`config.mk`:
```
export PLATFORM = sky130hd
export DESIGN_NAME = hdp_port
export DESIGN_NICKNAME = d
export VERILOG_FILES = /design/src/rtl/hdp_pkg.sv /design/src/rtl/hdp_phase_ctrl.sv /design/src/rtl/hdp_data_reg.sv /design/src/rtl/hdp_status_reg.sv /design/src/rtl/hdp_port.sv
export SDC_FILE = /design/constraint.sdc
export NUM_CORES = 1
export LEC_CHECK = 0
export BUFFER_PORTS_ARGS = -buffer_cell sky130_fd_sc_hd__buf_2
export CAP_MARGIN = 5
export CORE_MARGIN = 8
export CORE_UTILIZATION = 46
export CTS_CLUSTER_SIZE = 24
export DETAILED_ROUTE_END_ITERATION = 6
export PLACE_DENSITY = 0.84
export SLEW_MARGIN = 20
export SYNTH_ARGS = -nofsm -noshare
export SYNTH_HDL_FRONTEND = slang
export SYNTH_SLANG_ARGS = --single-unit
```
`constraint.sdc`:
```
create_clock -name clk -period 1.78 [get_ports clk]
set_input_delay 0.178 -clock clk [delete_from_list [all_inputs] [get_ports clk]]
set_output_delay 0.178 -clock clk [all_outputs]
set_load 0.05 [all_outputs]
```
`src/rtl/hdp_pkg.sv`:
```
package hdp_pkg;
  localparam int SR_RQM = 15;
  localparam int SR_DRS = 12;
  localparam int SR_DRC = 10;
  localparam int SR_P1  = 1;
  localparam int SR_P0  = 0;

  typedef struct packed {
    logic hi_byte;
    logic drs_set;
    logic drs_clr;
    logic rqm_clr;
  } hdp_phase_t;
endpackage

```
`src/rtl/hdp_phase_ctrl.sv`:
```
module hdp_phase_ctrl
  import hdp_pkg::*;
(
  input  logic       data_acc,
  input  logic       mode8,
  input  logic       phase,
  output hdp_phase_t ph
);
  always_comb begin
    ph = '0;
    ph.hi_byte = ~mode8 & phase;
    if (data_acc) begin
      if (mode8) begin
        ph.rqm_clr = 1'b1;
      end else if (!phase) begin
        ph.drs_set = 1'b1;
      end else begin
        ph.drs_clr = 1'b1;
        ph.rqm_clr = 1'b1;
      end
    end
  end
endmodule

```
`src/rtl/hdp_data_reg.sv`:
```
module hdp_data_reg #(
  parameter int HOST_W = 8,
  localparam int DR_W = 2 * HOST_W,
  localparam int NLANE = DR_W / HOST_W
) (
  input  logic              clk,
  input  logic              rst_n,
  input  logic              core_load,
  input  logic [DR_W-1:0]   core_wdata,
  input  logic              host_wr,
  input  logic              host_hi,
  input  logic [HOST_W-1:0] host_wdata,
  output logic [DR_W-1:0]   dr
);
  for (genvar b = 0; b < NLANE; b++) begin : g_lane
    logic lane_hit;
    assign lane_hit = host_wr && (host_hi == (b != 0));
    always_ff @(posedge clk) begin
      if (!rst_n) begin
        dr[b*HOST_W +: HOST_W] <= '0;
      end else if (core_load) begin
        dr[b*HOST_W +: HOST_W] <= core_wdata[b*HOST_W +: HOST_W];
      end else if (lane_hit) begin
        dr[b*HOST_W +: HOST_W] <= host_wdata;
      end
    end
  end

  // a low-byte host write leaves the high byte alone
  p_low_write_keeps_high_r6: assert property (@(posedge clk) disable iff (!rst_n)
    host_wr && !host_hi && !core_load |=> dr[DR_W-1:HOST_W] == $past(dr[DR_W-1:HOST_W]));
  // a high-byte host write leaves the low byte alone
  p_high_write_keeps_low_r6: assert property (@(posedge clk) disable iff (!rst_n)
    host_wr && host_hi && !core_load |=> dr[HOST_W-1:0] == $past(dr[HOST_W-1:0]));
  // a core load takes the whole word, even against a host write
  p_core_load_wins_r12: assert property (@(posedge clk) disable iff (!rst_n)
    core_load |=> dr == $past(core_wdata));
endmodule

```
`src/rtl/hdp_status_reg.sv`:
```
module hdp_status_reg
  import hdp_pkg::*;
#(
  parameter int SR_W = 16,
  parameter logic [SR_W-1:0] KEEP_MASK = 16'h907C
) (
  input  logic            clk,
  input  logic            rst_n,
  input  logic            core_load,
  input  logic [SR_W-1:0] core_wdata,
  input  logic            rqm_set,
  input  logic            rqm_clr,
  input  logic            drs_set,
  input  logic            drs_clr,
  output logic [SR_W-1:0] sr
);
  logic [SR_W-1:0] base;
  logic [SR_W-1:0] sr_nxt;

  always_comb begin
    base = core_load ? ((sr & KEEP_MASK) | (core_wdata & ~KEEP_MASK)) : sr;
    sr_nxt = base;
    if (drs_set)      sr_nxt[SR_DRS] = 1'b1;
    else if (drs_clr) sr_nxt[SR_DRS] = 1'b0;
    if (rqm_set)      sr_nxt[SR_RQM] = 1'b1;
    else if (rqm_clr) sr_nxt[SR_RQM] = 1'b0;
  end

  always_ff @(posedge clk) begin
    if (!rst_n) sr <= '0;
    else        sr <= sr_nxt;
  end

  // bits outside the keep-mask come from the core word
  p_masked_load_r9: assert property (@(posedge clk) disable iff (!rst_n)
    core_load |=> (sr & ~KEEP_MASK) == ($past(core_wdata) & ~KEEP_MASK));
  // kept bits outside the handshake pair never move
  p_kept_bits_stable_r9: assert property (@(posedge clk) disable iff (!rst_n)
    1'b1 |=> sr[6:2] == $past(sr[6:2]));
  // a core set beats a host clear in the same cycle
  p_core_rqm_wins_r12: assert property (@(posedge clk) disable iff (!rst_n)
    rqm_set |=> sr[SR_RQM]);
  // phase set leads to phase 1
  p_phase_set_r3: assert property (@(posedge clk) disable iff (!rst_n)
    drs_set |=> sr[SR_DRS]);
endmodule

```
`src/rtl/hdp_port.sv`:
```
module hdp_port
  import hdp_pkg::*;
#(
  parameter int HOST_W = 8,
  parameter logic [2*HOST_W-1:0] SR_KEEP_MASK = 16'h907C,
  localparam int DR_W = 2 * HOST_W,
  localparam int SR_W = DR_W
) (
  input  logic              clk,
  input  logic              rst_n,
  input  logic              host_stb,
  input  logic              host_we,
  input  logic              host_sel_data,
  input  logic [HOST_W-1:0] host_wdata,
  output logic [HOST_W-1:0] host_rdata,
  input  logic              core_dr_load,
  input  logic [DR_W-1:0]   core_dr_wdata,
  input  logic              core_rd,
  input  logic              core_rd_flag,
  output logic [DR_W-1:0]   core_dr,
  input  logic              core_sr_load,
  input  logic [SR_W-1:0]   core_sr_wdata,
  output logic [SR_W-1:0]   core_sr,
  output logic              gpo0,
  output logic              gpo1
);
  hdp_phase_t ph;
  logic data_acc;
  logic rqm_set;
  logic [DR_W-1:0] dr_q;
  logic [SR_W-1:0] sr_q;

  assign data_acc = host_stb & host_sel_data;
  assign rqm_set  = core_dr_load | (core_rd & core_rd_flag);

  hdp_phase_ctrl u_phase (
    .data_acc (data_acc),
    .mode8    (sr_q[SR_DRC]),
    .phase    (sr_q[SR_DRS]),
    .ph       (ph)
  );

  hdp_data_reg #(.HOST_W(HOST_W)) u_data (
    .clk        (clk),
    .rst_n      (rst_n),
    .core_load  (core_dr_load),
    .core_wdata (core_dr_wdata),
    .host_wr    (data_acc & host_we),
    .host_hi    (ph.hi_byte),
    .host_wdata (host_wdata),
    .dr         (dr_q)
  );

  hdp_status_reg #(.SR_W(SR_W), .KEEP_MASK(SR_KEEP_MASK)) u_status (
    .clk        (clk),
    .rst_n      (rst_n),
    .core_load  (core_sr_load),
    .core_wdata (core_sr_wdata),
    .rqm_set    (rqm_set),
    .rqm_clr    (ph.rqm_clr),
    .drs_set    (ph.drs_set),
    .drs_clr    (ph.drs_clr),
    .sr         (sr_q)
  );

  always_comb begin
    if (!host_sel_data)   host_rdata = sr_q[SR_W-1 -: HOST_W];
    else if (ph.hi_byte)  host_rdata = dr_q[DR_W-1 -: HOST_W];
    else                  host_rdata = dr_q[HOST_W-1:0];
  end

  assign core_dr = dr_q;
  assign core_sr = sr_q;
  assign gpo0    = sr_q[SR_P0];
  assign gpo1    = sr_q[SR_P1];

  // the second 16-bit access clears phase and request
  p_second_byte_r4: assert property (@(posedge clk) disable iff (!rst_n)
    data_acc && !core_sr[SR_DRC] && core_sr[SR_DRS] && !rqm_set |=> !core_sr[SR_DRS] && !core_sr[SR_RQM]);
  // 8-bit access clears request and keeps phase
  p_byte_mode_r5: assert property (@(posedge clk) disable iff (!rst_n)
    data_acc && core_sr[SR_DRC] && !rqm_set |=> !core_sr[SR_RQM] && $stable(core_sr[SR_DRS]));
  // a core load raises the request flag
  p_load_sets_rqm_r7: assert property (@(posedge clk) disable iff (!rst_n)
    core_dr_load |=> core_sr[SR_RQM]);
  // a plain core read alone leaves the request flag
  p_plain_read_r8: assert property (@(posedge clk) disable iff (!rst_n)
    core_rd && !core_rd_flag && !core_dr_load && !data_acc |=> $stable(core_sr[SR_RQM]));
  // pins take the loaded bits
  p_pins_follow_r10: assert property (@(posedge clk) disable iff (!rst_n)
    core_sr_load |=> gpo0 == $past(core_sr_wdata[SR_P0]) && gpo1 == $past(core_sr_wdata[SR_P1]));
  // host status writes change nothing
  p_status_write_ignored_r11: assert property (@(posedge clk) disable iff (!rst_n)
    host_stb && host_we && !host_sel_data && !core_dr_load && !core_rd && !core_sr_load
    |=> $stable(core_sr) && $stable(core_dr));
endmodule

```
# ---- Word-level counts from Yosys, hierarchy flattened
# Cells that the tools add are included.
dict set report totals {
  regBits 32
  in_bits 49
  out_inout_bits 42
  word_cells 35
}
dict set report classes {
  n_mux 16
  n_bitwise 8
  n_reduce_logical 6
}
# operator count
set op_table {}
lappend op_table {{$mux W8} 6}
lappend op_table {{$mux W16} 1}
lappend op_table {{$or A16 B15 Y16} 1}
lappend op_table {{$mux W1} 6}
lappend op_table {{$reduce_bool A3 Y1} 2}
lappend op_table {{$and A1 B1 Y1} 4}
lappend op_table {{$mux W2} 2}
lappend op_table {{$reduce_bool A2 Y1} 2}
lappend op_table {{$mux W3} 1}
lappend op_table {{$logic_and A1 B1 Y1} 2}
lappend op_table {{$not A1 Y1} 2}
lappend op_table {{$or A1 B1 Y1} 1}

# ---- Depth between registers and ports, before layout
dict set report depth {
  depth_word 6
  depth_mapped 6
  ltp_nobuf 3
}

# ---- By module
# A second synthesis with hierarchy kept.
dict set report hier_totals {
  cells_unflattened 150
  hier_area_um2 1490.2
}
# module instances cells_each area_per_inst_um2 seq_area_each_um2
set by_module_without_submodules {}
lappend by_module_without_submodules {hdp_data_reg 1 73 790.8 320.3}
lappend by_module_without_submodules {hdp_status_reg 1 41 450.4 220.2}
lappend by_module_without_submodules {hdp_port 1 32 215.2 0.0}
lappend by_module_without_submodules {hdp_phase_ctrl 1 4 33.8 0.0}

# ---- Worst setup path before layout
# No wires, ideal clock.
dict set report synth_path {
  path_kind {register to output}
  start {reg u_status.sr[10]}
  end {out host_rdata[6]}
  arrival_time_ps 1754
  required_ps 1602
  slack_ps -152
  path_stages_with_launch 5
  n_path_buf 1
  cell_sequence {dfxtp_1 > and2b_4 > buf_4 > nand2_1 > a31oi_1}
}
dict set report synth_between {
  elab_chain_cells 4
}
# item line_no
set synth_lines {}
lappend synth_lines {{start: declaration} hdp_status_reg.sv:15} ;# output logic [SR_W-1:0] sr
lappend synth_lines {{start signal: assignment} hdp_status_reg.sv:31} ;# else sr <= sr_nxt;
lappend synth_lines {{$not A1 Y1} hdp_phase_ctrl.sv:11} ;# ph.hi_byte = ~mode8 & phase;
lappend synth_lines {{$and A1 B1 Y1} hdp_phase_ctrl.sv:11}
lappend synth_lines {{$mux W8} hdp_port.sv:68} ;# else if (ph.hi_byte) host_rdata = dr_q[DR_W-1 -: HOST_W];
lappend synth_lines {{$mux W8} hdp_port.sv:67} ;# if (!host_sel_data) host_rdata = sr_q[SR_W-1 -: HOST_W];
lappend synth_lines {{end: declaration} hdp_port.sv:15} ;# output logic [HOST_W-1:0] host_rdata,
# No other way between the ends.

# ---- Final worst setup path
dict set report layout_path {
  start {reg u_status.sr[10]}
  end {out host_rdata[1]}
}
# The elaborated chain is that of the path after synthesis.

==> flow_metrics.py <==
metrics = {
    "cells_and_area": {
        "fill_cells": 298,
        "multiInputGateArea_um2": 897,
        "post_layout_nonfiller_instances": 285,
        "diodes": 0,
        "layout_common_cells": "71 x buf_2, 26 x dfxtp_1, 20 x a211oi_2, 18 x nor2_1, 18 x a21oi_1",
        "regArea_um2": 542,
        "layout-drive-gt1-share_pct": 50.2,
        "final_common_cell": "buf_2",
        "nets": 289,
        "areaGrowthSynthToFinish_pct": 30.3,
    },
    "placement": {
        "globalplace.congestion": 0.748,
        "dp_hpwl_mm": 3.16,
        "dp_slack_ns": 0.265,
        "io_buffers": 78,
        "dpl.cell_count": 279,
    },
    "floorplan": {
        "core_area_um2": 3280,
        "die_h_um": 74.2,
        "fp-row-count": 21,
        "ioPinCount": 91,
        "die_area_um2": 5500,
        "die_w_um": 74.2,
        "start_util_pct": 47.4,
    },
    "sta": {
        "slew_violations": 0,
        "whs_ns": 0.0740,
        "slew_headroom_pct": 38.4,
        "fin_skew_ns": 0.00264,
        "fin_ws_ns": 0.0956,
        "fmax_mhz": 594,
        "period_share_pct": 94.6,
        "finalSetupTns_ns": 0,
        "setup_viol": 0,
        "min_period_ns": 1.68,
        "rsz0062_at_grt": "false",
        "worst_slew_pin_slew_ns": 0.918,
        "finalHoldViolations": 0,
    },
    "grt": {
        "track_usage_pct": 15.1,
        "grt_max_degree": 44,
        "grt_overflow_total": 0,
        "grt_pass1_vias": 1405,
        "grt_antenna_before_repair": 0,
        "grt_pass1_wl_mm": 6.60,
    },
    "outcome": {
        "run_status": "finished clean",
    },
    "clock_tree": {
        "clk_latency_ns": 0.33,
        "htree_levels": 1,
        "cts_sinks": 27,
        "clock_path_buffers": 2,
        "root_buffer": "clkbuf_4",
        "clkTransAtPathRegs_ns": 0.15,
        "tritoncts": "yes",
        "cts_inserted_buffers": 3,
    },
    "worst_setup_path": {
        "worstSetupPathType": "reg2out",
        "path_depth": 5,
        "path_cells": "nand2b_1, buf_12, nand2_1, a31oi_2, buf_6",
        "critPathSlowestCell": "dfxtp_1",
        "critPathArrivalTime_ns": 1.51,
        "cp_max_fo": 16,
        "cp_top_family": "flip-flops",
        "end_kind": "output port",
        "reg2reg_depth": 4,
        "cp-start-kind": "register",
        "timing.reg2reg.setup_slack_ns": 0.55,
        "worst_path_largest_cell_delay_ns": 0.36,
        "cp.required_ns": 1.60,
        "critPathBufInv": 2,
    },
    "synthesis": {
        "postSynthAreaPerCell_um2": 9.16,
        "synth_seq_cells": 27,
        "ys_async_sr_fraction_pct": 0,
        "synth_area_um2": 1560,
        "synth_ff_type": "dfxtp_1",
        "syn_inst": 170,
        "synth-edff-count": 0,
        "ys_seq_area_share_pct": 34.7,
        "yosys.cell_types.count": 27,
        "yosys_warnings": 0,
    },
    "min_path": {
        "whs_path_depth": 3,
        "min_path_type": "in2reg",
    },
    "route": {
        "totalWireLength_mm": 4.36,
        "routed-via-count": 1479,
        "routed_via_density": 5.19,
        "first_pass_iters": 4,
        "drcViolationCount": 0,
        "post_drt_wl_per_cell_um": 15.3,
        "ant_nets": 0,
        "first_iter_violations": 145,
    },
    "pwr": {
        "ir_drop_mv": 0.263,
        "p_leak_nw": 0.907,
        "p_per_area_nw_per_um2": 796,
    },
    "flow_run": {
        "maxCapViolCount": 0,
    },
}
[state kept, by name, summed over array words and instances, names as in the netlist]
register and flops:
u_data.dr 16, u_status.sr 11
[synthesized netlist by cell type (2+ instances only)]
library cell,count,area [um^2]
dfxtp_1,27,541
a211oi_2,20,250
a21oi_1,19,95.1
nor2_1,18,67.6
buf_4,13,97.6
a211oi_1,12,90.1
nand2_1,12,45.0
mux2i_1,9,90.1
nor2b_1,8,50.1
a31oi_1,6,37.5
buf_2,5,25.0
buf_6,3,33.8
a21o_4,2,30.0
clkbuf_1,2,7.51
inv_1,2,7.51
[per-stage QoR]
step | power (mW) | util, % | area, um^2
2_1_floorplan | 1.20 | - | 1610
3_3_place_gp | 1.33 | 59.4 | 1950
3_5_place_dp | 1.33 | 59.4 | 1950
4_1_cts | 1.61 | 61.2 | 2010
5_1_grt | 1.69 | 61.8 | 2030
6_report | 1.62 | 61.8 | 2030
[area by class of cell]
cell class	count	share of cell area (%)
inverter	3	0.555
timing repair buffer	84	24.3
multi-input combinational	121	44.2
clock buffer	3	1.11
tap	46	2.84
clock inverter	1	0.247
sequential	27	26.7
[worst register-to-register path: cells and delay by family (launching register included)]
family	cells	cell delay, ns
compound gates	2	0.45
buf+inv	1	0.17
simple gates	1	0.11
flops	1	0.42
[per-layer routing]
metal	track usage (%)	wire length, um	vias to the layer above
met4	5.76	47	0
met2	23.7	2030	53
met1	19.2	1830	679
met5	0	0	-
li1	-	-	743
met3	4.04	449	4
[what timing repair did]
item                       CTS  global route
setup buffers                2             0
hold endpoints to repair     0             0
setup endpoints to repair    6             7
hold buffers                 0             0
resized for setup            6             7
[worst paths after layout]
path,from,end
setup / recovery,u_status.sr[10],host_rdata[1]
hold / removal,core_sr_wdata[8],u_status.sr[8]
setup reg to reg,u_status.sr[12],u_data.dr[0]
hold reg to reg,u_status.sr[7],u_status.sr[7]
[power breakdown]
| group | leakage (nW) | total (mW) | internal, mW | switching (mW) |
|---|---|---|---|---|
| registers | 0.224 | 0.688 | 0.650 | 0.0378 |
| logic | 0.665 | 0.654 | 0.206 | 0.448 |
| clock network | 0.0177 | 0.273 | 0.0844 | 0.189 |
| total | 0.907 | 1.62 | 0.941 | 0.675 |
[logic make-up (layout without fill, tap and decap cells)]
logic type / Yosys count / count (layout) / synth area share (%)
AOI/OAI and AO/OA: 64 / 64 / 34.7
buffers and inverters: 26 / 91 / 11.3
muxes: 9 / 9 / 5.79
other: 1 / 5 / 0.241
DFF: 27 / 27 / 34.7
xor gates and xnor gates: 1 / 1 / 0.563
and+or+nand+nor: 42 / 42 / 12.7
Note: power is estimated with default switching activity, not from simulation.
